`config.mk`:
```
export PLATFORM = sky130hd
export DESIGN_NAME = mdrop_uart
export DESIGN_NICKNAME = d
export VERILOG_FILES = /design/src/rtl/mdrop_uart.sv
export SDC_FILE = /design/constraint.sdc
export NUM_CORES = 1
export LEC_CHECK = 0
export ABC_AREA = 1
export BUFFER_PORTS_ARGS = -buffer_cell sky130_fd_sc_hd__buf_2
export CORE_MARGIN = 4
export CORE_UTILIZATION = 45
export DETAILED_ROUTE_END_ITERATION = 16
export MAX_ROUTING_LAYER = met4
export PLACE_DENSITY = 0.68
export RECOVER_POWER = 25
export SLEW_MARGIN = 20
export SYNTH_ARGS = -nofsm -noshare
export SYNTH_HDL_FRONTEND = slang
export SYNTH_SLANG_ARGS = --single-unit
```
`constraint.sdc`:
```
create_clock -name clk -period 2.2 [get_ports clk]
set_input_delay 0.22 -clock clk [delete_from_list [all_inputs] [get_ports clk]]
set_output_delay 0.22 -clock clk [all_outputs]
set_load 0.02 [all_outputs]
```
`src/rtl/mdrop_uart.sv`:
```
module mdrop_uart #(
  parameter int DIV_W = 16
) (
  input  logic             clk,
  input  logic             rst_n,
  input  logic [DIV_W-1:0] cfg_div,
  input  logic [1:0]       cfg_len,
  input  logic             cfg_par_en,
  input  logic             cfg_par_odd,
  input  logic             cfg_two_stop,
  input  logic             cfg_addr_mode,
  input  logic [7:0]       cfg_station,
  input  logic             int_mask_tx,
  input  logic             int_mask_rx,
  input  logic             tx_wr,
  input  logic [7:0]       tx_data,
  input  logic             tx_addr,
  output logic             tx_full,
  output logic             txd,
  input  logic             rxd,
  input  logic             rx_rd,
  output logic             rx_valid,
  output logic [7:0]       rx_data,
  output logic             rx_is_addr,
  output logic             rx_perr,
  output logic             rx_ferr,
  output logic             rx_ovr,
  output logic             irq_tx,
  output logic             irq_rx
);
  localparam int FRM_W = 12;
  localparam int IDX_W = $clog2(FRM_W + 1);

  typedef enum logic [1:0] {RX_IDLE, RX_START, RX_BITS} rx_st_t;

  logic [3:0] nd;
  logic [7:0] dmask;
  assign nd    = 4'd5 + {2'b00, cfg_len};
  assign dmask = 8'hFF >> (4'd8 - nd);

  // transmit side
  logic [7:0]       thr;
  logic             thr_a, thr_full, tx_busy, txd_r;
  logic [FRM_W-1:0] tx_sh, tx_pay;
  logic [IDX_W-1:0] tx_left, tx_len;
  logic [3:0]       tx_os, tp;
  logic [DIV_W-1:0] tx_pre;
  logic             tx_tick;

  assign tx_tick = (tx_pre == cfg_div);

  always_comb begin
    tx_pay = '1;
    tp     = nd;
    for (int i = 0; i < 8; i++)
      if (4'(i) < nd) tx_pay[i] = thr[i];
    if (cfg_addr_mode) begin
      tx_pay[tp] = thr_a;
      tp = tp + 4'd1;
    end
    if (cfg_par_en) begin
      tx_pay[tp] = ^(thr & dmask) ^ (cfg_addr_mode & thr_a) ^ cfg_par_odd;
      tp = tp + 4'd1;
    end
    tx_len = tp + 4'd1 + {3'b000, cfg_two_stop};
  end

  always_ff @(posedge clk or negedge rst_n) begin
    if (!rst_n) begin
      thr      <= '0;
      thr_a    <= 1'b0;
      thr_full <= 1'b0;
      tx_busy  <= 1'b0;
      txd_r    <= 1'b1;
      tx_sh    <= '1;
      tx_left  <= '0;
      tx_os    <= '0;
      tx_pre   <= '0;
    end else begin
      if (tx_wr && !thr_full) begin
        thr      <= tx_data;
        thr_a    <= tx_addr;
        thr_full <= 1'b1;
      end
      if (!tx_busy) begin
        tx_pre <= '0;
        if (thr_full) begin
          tx_busy  <= 1'b1;
          tx_sh    <= tx_pay;
          tx_left  <= tx_len;
          tx_os    <= '0;
          txd_r    <= 1'b0;
          thr_full <= 1'b0;
        end
      end else begin
        tx_pre <= tx_tick ? '0 : tx_pre + 1'b1;
        if (tx_tick) begin
          tx_os <= tx_os + 4'd1;
          if (tx_os == 4'd15) begin
            if (tx_left == '0) begin
              tx_busy <= 1'b0;
              txd_r   <= 1'b1;
            end else begin
              txd_r   <= tx_sh[0];
              tx_sh   <= {1'b1, tx_sh[FRM_W-1:1]};
              tx_left <= tx_left - 1'b1;
            end
          end
        end
      end
    end
  end

  // receive side
  logic             rx_m, rxs, listen;
  rx_st_t           rx_st;
  logic [DIV_W-1:0] rx_pre;
  logic [3:0]       rx_os;
  logic [IDX_W-1:0] rx_idx, rx_stop_pos;
  logic [FRM_W-1:0] rx_sh;
  logic [7:0]       rbr, rx_d;
  logic             rbr_a, rbr_pe, rbr_fe, rx_full, rx_ovr_r;
  logic             rx_tick, rx_done, rx_a, rx_pb, rx_pe_now, rx_take;

  assign rx_tick     = (rx_pre == cfg_div);
  assign rx_stop_pos = nd + {3'b000, cfg_addr_mode} + {3'b000, cfg_par_en};
  assign rx_d        = rx_sh[7:0] & dmask;
  assign rx_a        = cfg_addr_mode & rx_sh[nd];
  assign rx_pb       = rx_sh[nd + {3'b000, cfg_addr_mode}];
  assign rx_pe_now   = cfg_par_en & (^rx_d ^ rx_a ^ rx_pb ^ cfg_par_odd);
  assign rx_take     = !cfg_addr_mode || (rx_a ? (rx_d == cfg_station) : listen);
  assign rx_done     = (rx_st == RX_BITS) && rx_tick && (rx_os == 4'd15) &&
                       (rx_idx == rx_stop_pos);

  always_ff @(posedge clk or negedge rst_n) begin
    if (!rst_n) begin
      rx_m     <= 1'b1;
      rxs      <= 1'b1;
      rx_st    <= RX_IDLE;
      rx_pre   <= '0;
      rx_os    <= '0;
      rx_idx   <= '0;
      rx_sh    <= '0;
      listen   <= 1'b0;
      rbr      <= '0;
      rbr_a    <= 1'b0;
      rbr_pe   <= 1'b0;
      rbr_fe   <= 1'b0;
      rx_full  <= 1'b0;
      rx_ovr_r <= 1'b0;
    end else begin
      rx_m <= rxd;
      rxs  <= rx_m;
      if (rx_rd) begin
        rx_full  <= 1'b0;
        rx_ovr_r <= 1'b0;
      end
      if (rx_st == RX_IDLE) begin
        rx_pre <= '0;
        rx_os  <= '0;
        if (!rxs) rx_st <= RX_START;
      end else begin
        rx_pre <= rx_tick ? '0 : rx_pre + 1'b1;
        if (rx_tick) rx_os <= rx_os + 4'd1;
        if (rx_st == RX_START) begin
          if (rx_tick && rx_os == 4'd7) begin
            if (rxs) begin
              rx_st <= RX_IDLE;
            end else begin
              rx_st  <= RX_BITS;
              rx_os  <= '0;
              rx_idx <= '0;
            end
          end
        end else if (rx_tick && rx_os == 4'd15) begin
          rx_sh[rx_idx] <= rxs;
          rx_idx        <= rx_idx + 1'b1;
        end
      end
      if (rx_done) begin
        rx_st <= RX_IDLE;
        if (cfg_addr_mode && rx_a) listen <= (rx_d == cfg_station);
        if (rx_take) begin
          if (rx_full && !rx_rd) begin
            rx_ovr_r <= 1'b1;
          end else begin
            rbr     <= rx_d;
            rbr_a   <= rx_a;
            rbr_pe  <= rx_pe_now;
            rbr_fe  <= !rxs;
            rx_full <= 1'b1;
          end
        end
      end
    end
  end

  assign tx_full    = thr_full;
  assign txd        = txd_r;
  assign rx_valid   = rx_full;
  assign rx_data    = rbr;
  assign rx_is_addr = rbr_a;
  assign rx_perr    = rbr_pe;
  assign rx_ferr    = rbr_fe;
  assign rx_ovr     = rx_ovr_r;
  assign irq_tx     = !thr_full && !int_mask_tx;
  assign irq_rx     = (rx_full || rx_ovr_r) && !int_mask_rx;
endmodule

```
; After elaboration in Yosys (flattened, before gate mapping)
; Cells that the tools add are included.
[totals]
reg_bits = 102
input_bits = 46
word_cells = 197
[classes]
n_addsub = 14
order_cmp = 15
eq_ne = 15
shifts = 1
muxes = 79
bitwise_logic = 13
n_reduce_logical = 37
[ops]
columns = cell, count
row1 = 2-to-1 mux 12 bit, 7
row2 = 2-to-1 mux 4 bit, 19
row3 = 2-to-1 mux 16 bit, 4
row4 = bitwise mux 12 bit, 3
row5 = 2-to-1 mux 1 bit, 35
row6 = "adder 16 x 1 -> 16 bit, second input constant", 2
row7 = equality test 16 bit, 2
row8 = "adder 4 x 1 -> 4 bit, second input constant", 6
row9 = "< comparator 4 x 5 -> 1 bit, second input constant", 4
row10 = AND 8 bit, 2
row11 = "< comparator 3 x 4 -> 1 bit, first input constant", 4
row12 = XOR reduction 8 bit, 2
row13 = logical AND 1 bit, 13
row14 = adder 4 x 1 -> 4 bit, 3
row15 = demux 1 bit (select 4 bit), 3
row16 = "greater-or-equal comparator 4 x 1 -> 1 bit, second input constant", 3
row17 = 2-to-1 mux 2 bit, 6
row18 = AND reduction 3 bit, 4
row19 = binary-select mux 1 bit (select 4 bit), 2
row20 = "equality test 4 bit, second input constant", 2
row21 = equality test 8 bit, 1
row22 = "< comparator 1 x 4 -> 1 bit, first input constant", 2
row23 = "< comparator 2 x 4 -> 1 bit, first input constant", 2
row24 = AND reduction 4 bit, 2
row25 = other kinds (21), 41

; Depth between registers and ports, before layout
[logic_depth]
depth_word = 11
depth_mapped = 17

; Worst setup path after synthesis
; OpenSTA, ideal clock, no wires.
[synth_path]
kind = input to register
startpoint = input cfg_len[0]
endpoint = register rbr[3] (netlist: rx_data[3])
setup_ns = 0.065
arrival_time_ns = 2.214
required_ns = 2.135
path_slack_ns = -0.079
stages = 12
path_buffers = 1
path_cell_list = inv_1 > ha_1 > fa_1 > ha_1 > xnor2_1 > nand2_1 > nor2_2 > nand4_1 > nor2_2 > buf_6 > nand2_1 > nand2_1
[synth_between]
elab_chain_len = 8
[synth_lines]
columns = item, line
row1 = start: declaration, 7  ; input logic [1:0] cfg_len,
row2 = adder 3 x 2 -> 4 bit *, 38  ; assign nd = 4'd5 + {2'b00, cfg_len};
row3 = subtractor 4 bit, 39  ; assign dmask = 8'hFF >> (4'd8 - nd);
row4 = right shift 8 x 4 -> 8 bit, 39
row5 = AND 8 bit, 127  ; assign rx_d = rx_sh[7:0] & dmask;
row6 = equality test 8 bit, 131  ; assign rx_take = !cfg_addr_mode || (rx_a ? (rx_d == cfg_station) : listen);
row7 = 2-to-1 mux 1 bit, 131
row8 = logical OR 1 bit, 131
row9 = AND reduction 3 bit (no source line), -
row10 = end signal: assignment, 187  ; rbr <= rx_d;
row11 = end: declaration, 121  ; logic [7:0] rbr, rx_d;
; Every way passes the cells marked *; elsewhere a longest branch is shown, timed or not. The select of a mux whose other input is x is not followed.
; A chain may end at the register's enable or synchronous reset.

; Final worst setup path
[layout_path]
startpoint = input cfg_len[0]
endpoint = register rbr[2] (netlist: rx_data[2])
; The elaborated chain is that of the path after synthesis.

==> summary.txt <==
Finish
  – Final nets: around 1100
  – Area growth syn-to-layout: 16.4%
  – Antenna fix cells: 0
  – Fill count: roughly 1500
  – Layout cells sized above 1: 0.155
  – Area of the multi-input gates: 0.00364 mm2
  – Register area: around 0.0026 mm2
  – Design Area, Final: around 0.008 mm2

Floorplanning
  – Core Box Area: between 0.01 and 0.015 mm2
  – Die area: around 0.017 mm2
  – I/O pin count: between 60 and 70
  – Initial Utilization: 0.462
  – Die H: 131 um
  – Die width: between 100 and 150 um
  – Row cnt: 44

Critical path
  – Worst EP required: between 2 and 2.5 ns
  – Worst setup EP type: flip-flop
  – Worst EP arrival: 2.32 ns
  – Setup crit start kind: primary input
  – Reg2reg path depth: 15
  – R2R setup slack: 0.29 ns
  – Max FO, Critical Path: 5
  – Crit Path Class: primary input to flip-flop
  – Worst R2R Start: rx_sh[5]
  – Critical Path Start: cfg_len[0]
  – Worst r2r dst: rx_ferr

Power
  – Pwr dens: 622 mW/mm2
  – Worst VDD drop: around 0.40 mV
  – Static Leak: about 4.2 nW
  – Total chip power: just under 0.005 W

Global route
  – First-pass GRT wire length: approximately 27000 um
  – GR Util met1: 0.271
  – Remaining Overflow, GRT: 0
  – Met3 GRT Util: 0.0236
  – GRT Overall Usage: 0.206
  – Via count of the first global-routing pass: a little under 6000
  – Met2 Use GR: 0.337
  – Largest net degree at the start of global routing: 46
  – Gr busiest metal: met2
  – Initial antenna violation count: 0

CTS
  – Clock sink count: 102
  – Max Buffers Root-to-Sink: 2
  – CTS tree: built
  – Depth of the CTS H-tree: 3
  – Worst skew pair latency: between 0.3 and 0.4 ns
  – Root Driver: clkbuf_16
  – TritonCTS Buffers: 9
  – CTS clk-pin slew, worst paths: 0.07 ns

Synthesis
  – Syn avg cell area: roughly 7.0 um2
  – Mapped Area: 0.00676 mm2
  – Synth area leaders: dfrtp_1 32%, nand2_1 18%, inv_1 7.1%
  – Seq/Total Area, Yosys: 0.380
  – Largest area contributor in the synthesized netlist: dfrtp_1
  – EDFF count, synth: 0
  – Syn_nets: just over 1000
  – #FFs+latches synth: 102
  – Mapped Cells: approximately 960
  – Dominant cell by count in the synthesized netlist: nand2_1
  – Synth async-reset ratio: 1.00
  – Post-synth top area share: 0.322
  – Main synth FF type: dfrtp_1
  – Yosys warns: 0
  – Top post-synthesis cells by count: 322 x nand2_1, 127 x inv_1, 109 x nor2_1, 87 x dfrtp_1, 60 x nand3_1
  – Library cells used by synthesis: 44

STA
  – Pins Over Slew Limit: 0
  – Worst Tran Pin Value: 1.15 ns
  – Final setup TNS: 0 ns
  – Setup Skew: approximately 0.0054 ns
  – Fmax: slightly below 0.5 GHz
  – Final Cycle Share: 0.946
  – Max_slew headroom: 0.233
  – Final WS setup: roughly 0.12 ns
  – RSZ-0062 raised after global routing: no
  – Final setup fails: 0
  – Fin crit period: 2.08 ns
  – Final hold vios: 0

Detailed routing
  – Antenna viol nets, final: 0
  – Initial DRT Pass Iterations: 4
  – WL/cell: 12.7 um
  – Drt drc: 0
  – Via/cell ratio: approximately 4.9
  – Vias post-DR: 6080
  – Routed wire length: 15800 um
  – Initial DRC Count: roughly 400

Placement
  – Placed wire-length estimate: between 10000 and 15000 um
  – Gpl congestion: between 0.8 and 0.9
  – Pre-CTS worst setup slack: -0.242 ns
  – Port buffer count: 62
  – DP Area: 0.00753 mm2

Worst hold path
  – Hold Startpoint: tx_addr
  – Hold depth: 2
  – Endpoint, Worst Hold: thr_a
  – HP Class: primary input to flip-flop

Flow run
  – Max-cap viol count: 0

Outcome
  – Outcome: completed
-- per-layer routing --
layer	vias up	wire, um
met5	-	0
met4	0	242
met3	20	457
met2	84	7690
met1	2795	7460
li1	3181	-
-- placed cells by master, fill, tap and decap left out, types with 3 or more instances in the layout --
cell and n:
nand2_1 319, inv_1 126, nor2_1 109, dfrtp_1 87, nand3_1 60, buf_2 50, buf_4 41, xor2_1 31
o21ai_0 25, a21oi_1 24, ha_1 24, nor3_1 15, xnor2_1 15, dfstp_2 15, o21ai_1 13, clkbuf_1 12
nand4_1 10, or2_2 9, clkbuf_16 9, inv_2 6, mux2_2 6, nor2_4 5, nand2_2 4, a31oi_1 4
clkinv_1 3, nand2_4 3, nor3b_1 3, nand3b_1 3
-- worst max-delay path, stage by stage --
cell and delay [ns]:
buf_4 0.10, clkinvlp_4 0.10, ha_4 0.18, fa_2 0.63
ha_4 0.22, xnor2_1 0.14, nand2_1 0.11, nor2_4 0.14
buf_4 0.15, nand4_2 0.17, nand2_1 0.10, nand2_1 0.06
-- how the worst max path moves through the flow --
stage            endpoint  slack (ns)
6_report       rx_data[2]        0.12
5_1_grt           rx_ferr       0.003
4_1_cts        rx_is_addr        0.13
3_5_place_dp   rx_is_addr       -0.24
3_3_place_gp   rx_data[5]       -0.17
2_1_floorplan  rx_data[3]       -0.03
-- registers in the layout, summed over array words and instances (netlist names), 2 cells and up --
register,flops
rx_data,8
rx_idx,4
rx_os,4
rx_pre,16
rx_sh,12
rx_st,2
thr,8
tx_left,4
tx_os,4
tx_pre,16
tx_sh,12
-- stage by stage --
step | hold WS, ns | utilization | std cells
2_1_floorplan | -0.0756 | - | 961
3_3_place_gp | 0.251 | 0.514 | 1228
3_5_place_dp | 0.265 | 0.514 | 1228
4_1_cts | 0.0928 | 0.535 | 1246
5_1_grt | 0.106 | 0.537 | 1248
6_report | 0.104 | 0.537 | 1248
-- final cells by class --
cell class	count	share of cell area
multi-input cells	706	0.462
flip-flops and latches	102	0.327
repair buffers	105	0.0803
inverters	135	0.0649
clock buffers	11	0.0296
well taps	184	0.0293
clock inverters	5	0.00716
-- power by group --
part           switching, W  internal [W]  total (W)
Combinational      0.000618      0.000464    0.00108
Clock              0.000711      0.000887    0.00160
Sequential         0.000176       0.00204    0.00222
-- cell families after synthesis --
kind of cell,after synthesis,synth area share
compound gates,78,0.0631
xor+xnor,47,0.0609
fa+ha+maj,27,0.0511
buf+inv,154,0.0927
flops,102,0.380
mux,8,0.0130
simple gates,545,0.339
-- repair_timing --
| action | in CTS | in global routing |
|---|---|---|
| setup endpoints to repair | 0 | 13 |
| hold endpoints to repair | 41 | 0 |
| setup buffers | 0 | 1 |
| gates resized for setup | 0 | 6 |
| hold buffers | 2 | 0 |
Note: power is estimated with default switching activity, not from simulation.
